===== config.mk =====
export PLATFORM = sky130hd
export DESIGN_NAME = sd_ident_seq
export DESIGN_NICKNAME = d
export VERILOG_FILES = /design/src/rtl/sd_ident_pkg.sv /design/src/rtl/sd_ident_prewait.sv /design/src/rtl/sd_ident_poll_timer.sv /design/src/rtl/sd_ident_cmdgen.sv /design/src/rtl/sd_ident_seq.sv
export SDC_FILE = /design/constraint.sdc
export NUM_CORES = 1
export LEC_CHECK = 0
export BUFFER_PORTS_ARGS = -buffer_cell sky130_fd_sc_hd__buf_2
export CAP_MARGIN = 20
export CORE_AREA = 2 2 189 191
export DETAILED_ROUTE_END_ITERATION = 10
export DIE_AREA = 0 0 191 193
export GPL_ROUTABILITY_DRIVEN = 0
export SETUP_SLACK_MARGIN = 0.15
export SLEW_MARGIN = 20
export SYNTH_ARGS = -nofsm -noshare
export SYNTH_HDL_FRONTEND = slang
export SYNTH_HIERARCHICAL = 1
export SYNTH_SLANG_ARGS = --single-unit
export TNS_END_PERCENT = 30

===== constraint.sdc =====
create_clock -name clk -period 4.42 [get_ports clk]
set_input_delay 0.442 -clock clk [delete_from_list [all_inputs] [get_ports clk]]
set_output_delay 0.442 -clock clk [all_outputs]
set_load 0.005 [all_outputs]

===== src/rtl/sd_ident_pkg.sv =====
package sd_ident_pkg;

    typedef enum logic [3:0] {
        S_IDLE, S_WAIT, S_C0, S_C8, S_C55, S_A41,
        S_C2, S_C3, S_C9, S_C7, S_FIN
    } seq_state_e;

    typedef enum logic [1:0] {
        RK_NONE  = 2'd0,
        RK_SHORT = 2'd1,
        RK_LONG  = 2'd2
    } rsp_kind_e;

    typedef enum logic [1:0] {
        CK_IDENT   = 2'd0,
        CK_HALF    = 2'd1,
        CK_QUARTER = 2'd2
    } clk_sel_e;

    typedef enum logic [2:0] {
        E_NONE   = 3'd0,
        E_RESET  = 3'd1,
        E_OPCOND = 3'd2,
        E_CID    = 3'd3,
        E_RCA    = 3'd4,
        E_CSD    = 3'd5,
        E_SELECT = 3'd6
    } err_e;

    typedef struct packed {
        logic [5:0]  idx;
        logic [31:0] arg;
        rsp_kind_e   kind;
    } cmd_t;

    localparam logic [11:0] IF_ECHO     = 12'h1AA;
    localparam logic [31:0] VOLT_WINDOW = 32'h00FF_8000;
    localparam int          HCS_BIT     = 30;
    localparam int          READY_BIT   = 31;
    localparam int          SPEED_LSB   = 96;
    localparam logic [7:0]  SPEED_50M   = 8'h5A;

    function automatic clk_sel_e pick_clock(input logic [7:0] speed);
        return (speed == SPEED_50M) ? CK_HALF : CK_QUARTER;
    endfunction

endpackage


===== src/rtl/sd_ident_prewait.sv =====
module sd_ident_prewait #(
    parameter int CYCLES = 148
) (
    input  logic clk,
    input  logic rst,
    input  logic run,
    output logic elapsed
);
    localparam int CW = $clog2(CYCLES + 1);

    logic [CW-1:0] cnt;

    always_ff @(posedge clk) begin
        if (rst || !run)
            cnt <= '0;
        else if (!elapsed)
            cnt <= cnt + 1'b1;
    end

    assign elapsed = (cnt == CW'(CYCLES));

    // once elapsed, the count stays put for as long as the wait runs
    a_r1_elapsed_holds: assert property (@(posedge clk) disable iff (rst)
        elapsed && run |=> elapsed || !run);

endmodule


===== src/rtl/sd_ident_poll_timer.sv =====
module sd_ident_poll_timer #(
    parameter int LIMIT = 1000
) (
    input  logic clk,
    input  logic rst,
    input  logic clear,
    input  logic tick,
    output logic expired
);
    localparam int TW = $clog2(LIMIT + 1);

    logic [TW-1:0] cnt;

    always_ff @(posedge clk) begin
        if (rst || clear)
            cnt <= '0;
        else if (tick && !expired)
            cnt <= cnt + 1'b1;
    end

    assign expired = (cnt == TW'(LIMIT));

    // expiry is sticky until the poll is restarted
    a_r5_expiry_sticky: assert property (@(posedge clk) disable iff (rst)
        expired && !clear |=> expired);

endmodule


===== src/rtl/sd_ident_cmdgen.sv =====
module sd_ident_cmdgen
    import sd_ident_pkg::*;
(
    input  seq_state_e  state,
    input  logic        v2,
    input  logic [15:0] rca,
    output cmd_t        cmd,
    output logic        active
);
    always_comb begin
        cmd    = '0;
        active = 1'b1;
        unique case (state)
            S_C0:  cmd = '{idx: 6'd0,  arg: 32'h0, kind: RK_NONE};
            S_C8:  cmd = '{idx: 6'd8,  arg: {20'h0, IF_ECHO}, kind: RK_SHORT};
            S_C55: cmd = '{idx: 6'd55, arg: 32'h0, kind: RK_SHORT};
            S_A41: begin
                cmd = '{idx: 6'd41, arg: VOLT_WINDOW, kind: RK_SHORT};
                cmd.arg[HCS_BIT] = v2;
            end
            S_C2:  cmd = '{idx: 6'd2,  arg: 32'h0, kind: RK_LONG};
            S_C3:  cmd = '{idx: 6'd3,  arg: 32'h0, kind: RK_SHORT};
            S_C9:  cmd = '{idx: 6'd9,  arg: {rca, 16'h0}, kind: RK_LONG};
            S_C7:  cmd = '{idx: 6'd7,  arg: {rca, 16'h0}, kind: RK_SHORT};
            default: active = 1'b0;
        endcase
    end
endmodule


===== src/rtl/sd_ident_seq.sv =====
module sd_ident_seq
    import sd_ident_pkg::*;
#(
    parameter int PRE_WAIT_CYC = 148,
    parameter int TIMEOUT_MS   = 1000
) (
    input  logic         clk,
    input  logic         rst,
    input  logic         start,
    output logic         done,
    output logic [2:0]   err_code,
    output logic         cmd_req,
    output logic [5:0]   cmd_idx,
    output logic [31:0]  cmd_arg,
    output logic [1:0]   cmd_rsp_kind,
    input  logic         cmd_ack,
    input  logic         cmd_ok,
    input  logic [127:0] cmd_rsp,
    input  logic         ms_tick,
    output logic [1:0]   clk_sel,
    output logic         card_v2,
    output logic         card_hc,
    output logic [31:0]  card_ocr,
    output logic [127:0] card_cid,
    output logic [15:0]  card_rca,
    output logic [127:0] card_csd
);
    seq_state_e state;
    err_e       err_q;
    clk_sel_e   clk_q;
    cmd_t       cmd;
    logic       cmd_active;
    logic       wait_done;
    logic       poll_expired;
    logic       poll_clear;

    sd_ident_prewait #(.CYCLES(PRE_WAIT_CYC)) u_prewait (
        .clk     (clk),
        .rst     (rst),
        .run     (state == S_WAIT),
        .elapsed (wait_done)
    );

    assign poll_clear = (state == S_C8) && cmd_ack;

    sd_ident_poll_timer #(.LIMIT(TIMEOUT_MS)) u_timer (
        .clk     (clk),
        .rst     (rst),
        .clear   (poll_clear),
        .tick    (ms_tick),
        .expired (poll_expired)
    );

    sd_ident_cmdgen u_cmdgen (
        .state  (state),
        .v2     (card_v2),
        .rca    (card_rca),
        .cmd    (cmd),
        .active (cmd_active)
    );

    assign cmd_req      = cmd_active;
    assign cmd_idx      = cmd.idx;
    assign cmd_arg      = cmd.arg;
    assign cmd_rsp_kind = cmd.kind;
    assign err_code     = err_q;
    assign clk_sel      = clk_q;

    always_ff @(posedge clk) begin
        if (rst) begin
            state    <= S_IDLE;
            err_q    <= E_NONE;
            clk_q    <= CK_IDENT;
            done     <= 1'b0;
            card_v2  <= 1'b0;
            card_hc  <= 1'b0;
            card_ocr <= '0;
            card_cid <= '0;
            card_rca <= '0;
            card_csd <= '0;
        end else begin
            done <= 1'b0;
            unique case (state)
                S_IDLE: if (start) begin
                    state   <= S_WAIT;
                    err_q   <= E_NONE;
                    clk_q   <= CK_IDENT;
                    card_v2 <= 1'b0;
                    card_hc <= 1'b0;
                end
                S_WAIT: if (wait_done) state <= S_C0;
                S_C0: if (cmd_ack) begin
                    if (cmd_ok) state <= S_C8;
                    else begin err_q <= E_RESET; state <= S_FIN; end
                end
                S_C8: if (cmd_ack) begin
                    card_v2 <= cmd_ok && (cmd_rsp[11:0] == IF_ECHO);
                    state   <= S_C55;
                end
                S_C55: if (cmd_ack) state <= S_A41;
                S_A41: if (cmd_ack) begin
                    if (cmd_ok) card_ocr <= cmd_rsp[31:0];
                    if (cmd_ok && cmd_rsp[READY_BIT]) begin
                        card_hc <= cmd_rsp[HCS_BIT];
                        state   <= S_C2;
                    end else if (poll_expired) begin
                        err_q <= E_OPCOND;
                        state <= S_FIN;
                    end else begin
                        state <= S_C55;
                    end
                end
                S_C2: if (cmd_ack) begin
                    if (cmd_ok) begin card_cid <= cmd_rsp; state <= S_C3; end
                    else begin err_q <= E_CID; state <= S_FIN; end
                end
                S_C3: if (cmd_ack) begin
                    if (cmd_ok) begin card_rca <= cmd_rsp[31:16]; state <= S_C9; end
                    else begin err_q <= E_RCA; state <= S_FIN; end
                end
                S_C9: if (cmd_ack) begin
                    if (cmd_ok) begin
                        card_csd <= cmd_rsp;
                        clk_q    <= pick_clock(cmd_rsp[SPEED_LSB +: 8]);
                        state    <= S_C7;
                    end else begin
                        err_q <= E_CSD;
                        state <= S_FIN;
                    end
                end
                S_C7: if (cmd_ack) begin
                    if (!cmd_ok) err_q <= E_SELECT;
                    state <= S_FIN;
                end
                S_FIN: begin
                    done  <= 1'b1;
                    state <= S_IDLE;
                end
                default: state <= S_IDLE;
            endcase
        end
    end

    // Checker: clocks elapsed since the run left idle (saturating)
    localparam int SW = $clog2(PRE_WAIT_CYC + 2) + 1;
    logic [SW-1:0] since_go;
    always_ff @(posedge clk) begin
        if (rst || state == S_IDLE)
            since_go <= '0;
        else if (since_go != '1)
            since_go <= since_go + 1'b1;
    end

    a_r1_no_early_cmd: assert property (@(posedge clk) disable iff (rst)
        cmd_req |-> since_go >= SW'(PRE_WAIT_CYC));

    a_r1_ident_clock: assert property (@(posedge clk) disable iff (rst)
        cmd_req && cmd_idx != 6'd7 |-> clk_sel == 2'd0);

    a_r9_select_after_switch: assert property (@(posedge clk) disable iff (rst)
        cmd_req && cmd_idx == 6'd7 |-> clk_sel != 2'd0);

    a_r4_hcs_tracks_v2: assert property (@(posedge clk) disable iff (rst)
        cmd_req && cmd_idx == 6'd41 |-> cmd_arg[HCS_BIT] == card_v2);

    a_r10_done_single: assert property (@(posedge clk) disable iff (rst)
        done |=> !done);

    a_r10_success_clocked: assert property (@(posedge clk) disable iff (rst)
        done && err_code == 3'd0 |-> clk_sel != 2'd0);

    a_r11_req_held: assert property (@(posedge clk) disable iff (rst)
        cmd_req && !cmd_ack |=> cmd_req && $stable(cmd_idx) && $stable(cmd_arg)
                                && $stable(cmd_rsp_kind));

endmodule


Word-level counts from Yosys, hierarchy flattened
Cells that the tools add are included.

word-level totals
  register bits after elaboration = 334

operators by class
  $add $sub $neg = 2
  equal/unequal tests = 33
  mux-type cells = 46
  reductions and logical operators = 23

operators with widths
  cell                                             number
  case mux 40 bit (7 select lines)                 1
  2-to-1 mux 4 bit                                 14
  2-to-1 mux 3 bit                                 14
  case mux 4 bit (10 select lines)                 1
  inequality test 2 bit (second input constant)    19
  case mux 3 bit (7 select lines)                  1
  == test 4 x 3 -> 1 bit (second input constant)   4
  AND reduction 15 bit                             1
  AND reduction 3 bit                              5
  == test 12 x 9 -> 1 bit (second input constant)  1
  == test 4 bit (second input constant)            3
  2-to-1 mux 2 bit                                 6
  adder 10 x 1 -> 10 bit (second input constant)   1
  == test 10 bit (second input constant)           1
  AND reduction 10 bit                             1
  adder 8 x 1 -> 8 bit (second input constant)     1
  == test 4 x 2 -> 1 bit (second input constant)   2
  == test 8 x 7 -> 1 bit (second input constant)   1
  == test 8 bit (second input constant)            1
  AND reduction 4 bit                              2
  OR reduction 8 bit                               1
  nonzero test 7 bit                               1
  2-to-1 mux 1 bit                                 6
  nonzero test 2 bit                               3
  other kinds (7)                                  13

Logic depth before layout (Yosys ltp)
  word-level depth = 5
  gate-level depth with buffers = 9

Cells and area by module
Netlist, hierarchy kept.

by module, submodules not included
  module               times used  cells an instance  area each (µm²)  sequential area each (µm²)
  sd_ident_seq         1           1,443              11,453.5         6,326.1
  sd_ident_poll_timer  1           65                 560.5            200.2
  sd_ident_cmdgen      1           74                 530.5            0.0
  sd_ident_prewait     1           44                 402.9            160.2

Worst setup path before layout
OpenSTA, ideal clock, no wires.

  kind = reg-to-reg
  start = register state[2]
  end = register u_timer.cnt[2]
  library setup time = 0.069 ns
  arrival time = 1.870 ns
  data required time = 4.351 ns
  setup slack = 2.481 ns
  stages on the path, launching flop included = 9
  clock period less this slack = 1.939 ns
  cells stage by stage = dfxtp_1 > buf_4 > buf_2 > nor2b_1 > and3_1 > or2_2 > clkbuf_2 > or3_1 > o21ai_1

between the ends
  word-level cells in the longest chain between the ends = 3

ends and longest elaborated chain
  element                 RTL line                   text
  from (decl)             sd_ident_seq.sv:28         seq_state_e state;
  from (signal assigned)  sd_ident_seq.sv:71         state <= S_IDLE;
  from (signal assigned)  sd_ident_seq.sv:85         state <= S_WAIT;
  from (signal assigned)  sd_ident_seq.sv:91         S_WAIT: if (wait_done) state <= S_C0;
  == test 4 x 2 -> 1 bit  sd_ident_seq.sv:44         assign poll_clear = (state == S_C8) && cmd_ack;
  logical AND 1 bit       sd_ident_seq.sv:44
  via poll_clear          sd_ident_seq.sv:35         logic poll_clear;
  logical OR 1 bit        sd_ident_poll_timer.sv:15  if (rst || clear)
  to (signal assigned)    sd_ident_poll_timer.sv:18  cnt <= cnt + 1'b1;
  to (decl)               sd_ident_poll_timer.sv:12  logic [TW-1:0] cnt;

The timed path passes the listed nets, and every way through them passes these cells.
A chain may end at the register's enable or synchronous reset.

Final worst setup path
  start = register state[2]
  end = output port cmd_arg[15]

between the ends
  word-level cells in the longest chain between the ends = 2
  elaborated cells on any way between the ends = 8
  classes of those cells = 7 x eq/ne; 1 x mux

ends and longest elaborated chain
  element                                      RTL line               text
  == test 4 bit, or another cell as far along  sd_ident_cmdgen.sv:13  unique case (state)
  case mux 40 bit (7 select lines) (*)         sd_ident_cmdgen.sv:13
  to (decl)                                    sd_ident_seq.sv:14     output logic [31:0] cmd_arg,

Every way passes the cells marked *; elsewhere a longest branch is shown, timed or not.

==> flow_summary.ini <==
[timing]
tightestPinTransition_ps = 1110
max_freq_mhz = 360
hold_viol = 0
slew_headroom_pct = 26.2
clock_skew_ps = 12.7
setup_tns_ps = 0
min_period_ps = 2780
finalCritPeriodShare_pct = 62.9
worst_slack_ps = 1640
drv_slew = 0
setup-violations-final = 0
rsz0062_at_grt = false

[setup_path]
max_stage_delay_ps = 720
critPathLaunchType = flop
path_cells = buf_4, or3b_1, inv_2, and2_1, buf_2
worstPathMaxFanout = 24
r2r_start = state[2]
required_ps = 3980
rr_worst_depth = 6
cp.arrival_ps = 2340
crit_type = reg2out
cp_slowest_cell = dfxtp_1
ff2ff_setup_slack_ps = 1640
r2r-end = card_csd[23]
cp-endpoint = cmd_arg[15]
crit_start = state[2]
endpoint_kind = output pin

[floorplan]
coreArea_sq_um = 35000
io_pins = 487
die_w_microns = 191
start_util_pct = 37.0
num_rows = 69
fp.dieH_microns = 193
dieArea_sq_um = 36900

[clock_network]
insertion_delay_ps = 520
cts_resized = 0
postCtsHoldBufs = 0
clk_path_buf_depth = 3
htree_levels = 2
cts_tree = yes
root_buffer = clkbuf_16
cts_buffers = 39
path_clk_slew_ps = 60
cts_setup_buffers = 0
cts_sinks = 334

[yosys]
post-synth-top-count-cell = nand2_1
yosys_warnings = 6
yosysUniqueCellTypes = 74
synth_enable_flop_cells = 0
yosys.area.top_type = dfxtp_1
syn_area_per_cell_sq_um = 7.96
synth_area_leaders = dfxtp_1 52%, nand2_1 18%, a21oi_1 13%, buf_4 1.9%, buf_2 1.6%
synthCells = 1626
synthArstFlopShare_pct = 0
ys_ff_latch = 334
synth_top_area_share_pct = 51.6
syn-cell-area_sq_um = 12900
yosysSeqAreaShare_pct = 51.6
synthTopCellsByCount = 620 x nand2_1, 334 x a21oi_1, 334 x dfxtp_1
synth_ff_type = dfxtp_1

[place]
portBuffers = 476
hpwl_mm = 29.1
dp_cells = 2454
post-place-ws_ps = 1600

[grt]
grt_pass1_wl_mm = 63.9
grt_start_max_net_pins = 116
grt.overflow.total = 0
track_usage_pct = 21.8
antenna_found_initial = 4
grt_pass1_vias = 11470

[job]
drv_cap = 0

[power]
power_leakage_nw = 6.98
peakVddDrop_mv = 0.238
power_density_nw_per_um2 = 401

[finish]
nets = 2172
area_delta_synth_final_pct = 28.3
drive_gt1_share_pct = 28.2
stdcell_count = 2525
utilization_pct = 47.5

[drt]
drt_first_pass_iters = 6
wl_per_cell_microns = 16.8
antenna_left = 0
via_per_inst = 4.97
drcViolationCount = 0
drt_iter0_drc = 649
drt_wl_total_mm = 42.5
dr_total_vias = 12561

[hold_path]
min_path_type = in2reg

[status]
status = complete, no violations
## worst min-delay path by stage
| stage | startpoint | slack (ps) | depth (start not counted) | endpoint |
|---|---|---|---|---|
| floorplan | clk_sel[0] | 450 | 2 | clk_sel[0] |
| global placement | card_csd[53] | 440 | 2 | card_csd[53] |
| detailed placement | card_csd[89] | 440 | 2 | card_csd[89] |
| CTS | cmd_rsp[48] | 140 | 3 | card_csd[48] |
| global route | cmd_rsp[48] | 150 | 3 | card_csd[48] |
| finish | cmd_rsp[49] | 170 | 3 | card_csd[49] |
## state kept, by name, indices dropped and copies added, names as in the netlist
register and count:
state 4, card_csd 128, clk_sel 2, card_rca 16
card_v2 1, u_prewait/cnt 8, card_hc 1, u_timer/cnt 10
done 1, card_cid 128, err_code 3, card_ocr 32
## power breakdown
part           switching [W]  internal [W]  total (W)
logic               0.000246      0.000132   0.000378
registers          0.0000224       0.00303    0.00305
clock network        0.00126       0.00197    0.00323
total                0.00153       0.00513    0.00666
## cells in the final DEF, fill, tap and decap left out, types with 4 or more instances in the layout
cell type | synthesis | layout
nand4_1 | 7 | 7
nand2_1 | 620 | 620
or3_1 | 7 | 6
clkinv_2 | 0 | 10
nand2b_1 | 7 | 7
buf_4 | 33 | 14
ha_1 | 4 | 4
clkbuf_1 | 42 | 4
clkbuf_16 | 0 | 39
clkbuf_8 | 0 | 7
nor3_1 | 10 | 9
a21oi_1 | 334 | 334
bufinv_16 | 0 | 4
buf_2 | 41 | 475
nor2b_1 | 6 | 6
nor3b_1 | 5 | 5
o21ai_1 | 5 | 5
o21ai_0 | 10 | 10
dfxtp_1 | 334 | 334
diode_2 | 0 | 4
and2_1 | 8 | 8
o211ai_1 | 5 | 5
o31ai_1 | 5 | 5
nand3b_1 | 11 | 11
mux2i_1 | 4 | 4
nor2_1 | 12 | 11
xor2_1 | 6 | 6
nor4b_1 | 5 | 5
inv_1 | 9 | 9
conb_1 | 1 | 10
or4_1 | 6 | 5
nand3_1 | 13 | 13
## layer usage
| metal | vias to the layer above | wire length, microns | track usage [%] |
|---|---|---|---|
| li1 | 6151 | - | - |
| met1 | 5820 | 17200 | 27.1 |
| met2 | 491 | 19600 | 35.0 |
| met3 | 99 | 3890 | 6.52 |
| met4 | 0 | 1870 | 9.78 |
| met5 | - | 0 | 0 |
## worst max-delay path: cells and delay by family, from the launching register on
family	cells	cell delay, ps
buf+inv	3	560
flops	1	720
simple gates	2	540
## per-stage QoR
| stage | hold WS, ps | power (W) | instance area [sq um] |
|---|---|---|---|
| 6_report | 167 | 0.00666 | 16600 |
| 5_1_grt | 150 | 0.00691 | 16600 |
| 3_5_place_dp | 443 | 0.00349 | 15300 |
| 3_3_place_gp | 439 | 0.00349 | 15300 |
| 2_1_floorplan | 448 | 0.00334 | 13000 |
| 4_1_cts | 143 | 0.00674 | 16600 |
## logic make-up after synthesis
family          count (synthesis)  synth area share, %
compound gates                384                 15.8
xor+xnor                        9                0.609
fa+ha+maj                       4                0.387
buf+inv                       145                 6.49
flops                         334                 51.6
mux                             5                0.396
other cells                     1               0.0290
simple gates                  744                 24.7
## layout make-up
type / instances / area, sq um
clock inverter: 17 / 196
fill: 3521 / 18400
clock buffer: 50 / 1090
tap: 461 / 577
antenna: 4 / 10.0
multi-input combinational: 1156 / 5480
timing repair buffer: 492 / 2540
sequential: 334 / 6690
inverter: 11 / 41.3
(Power assumes the default switching activity.)
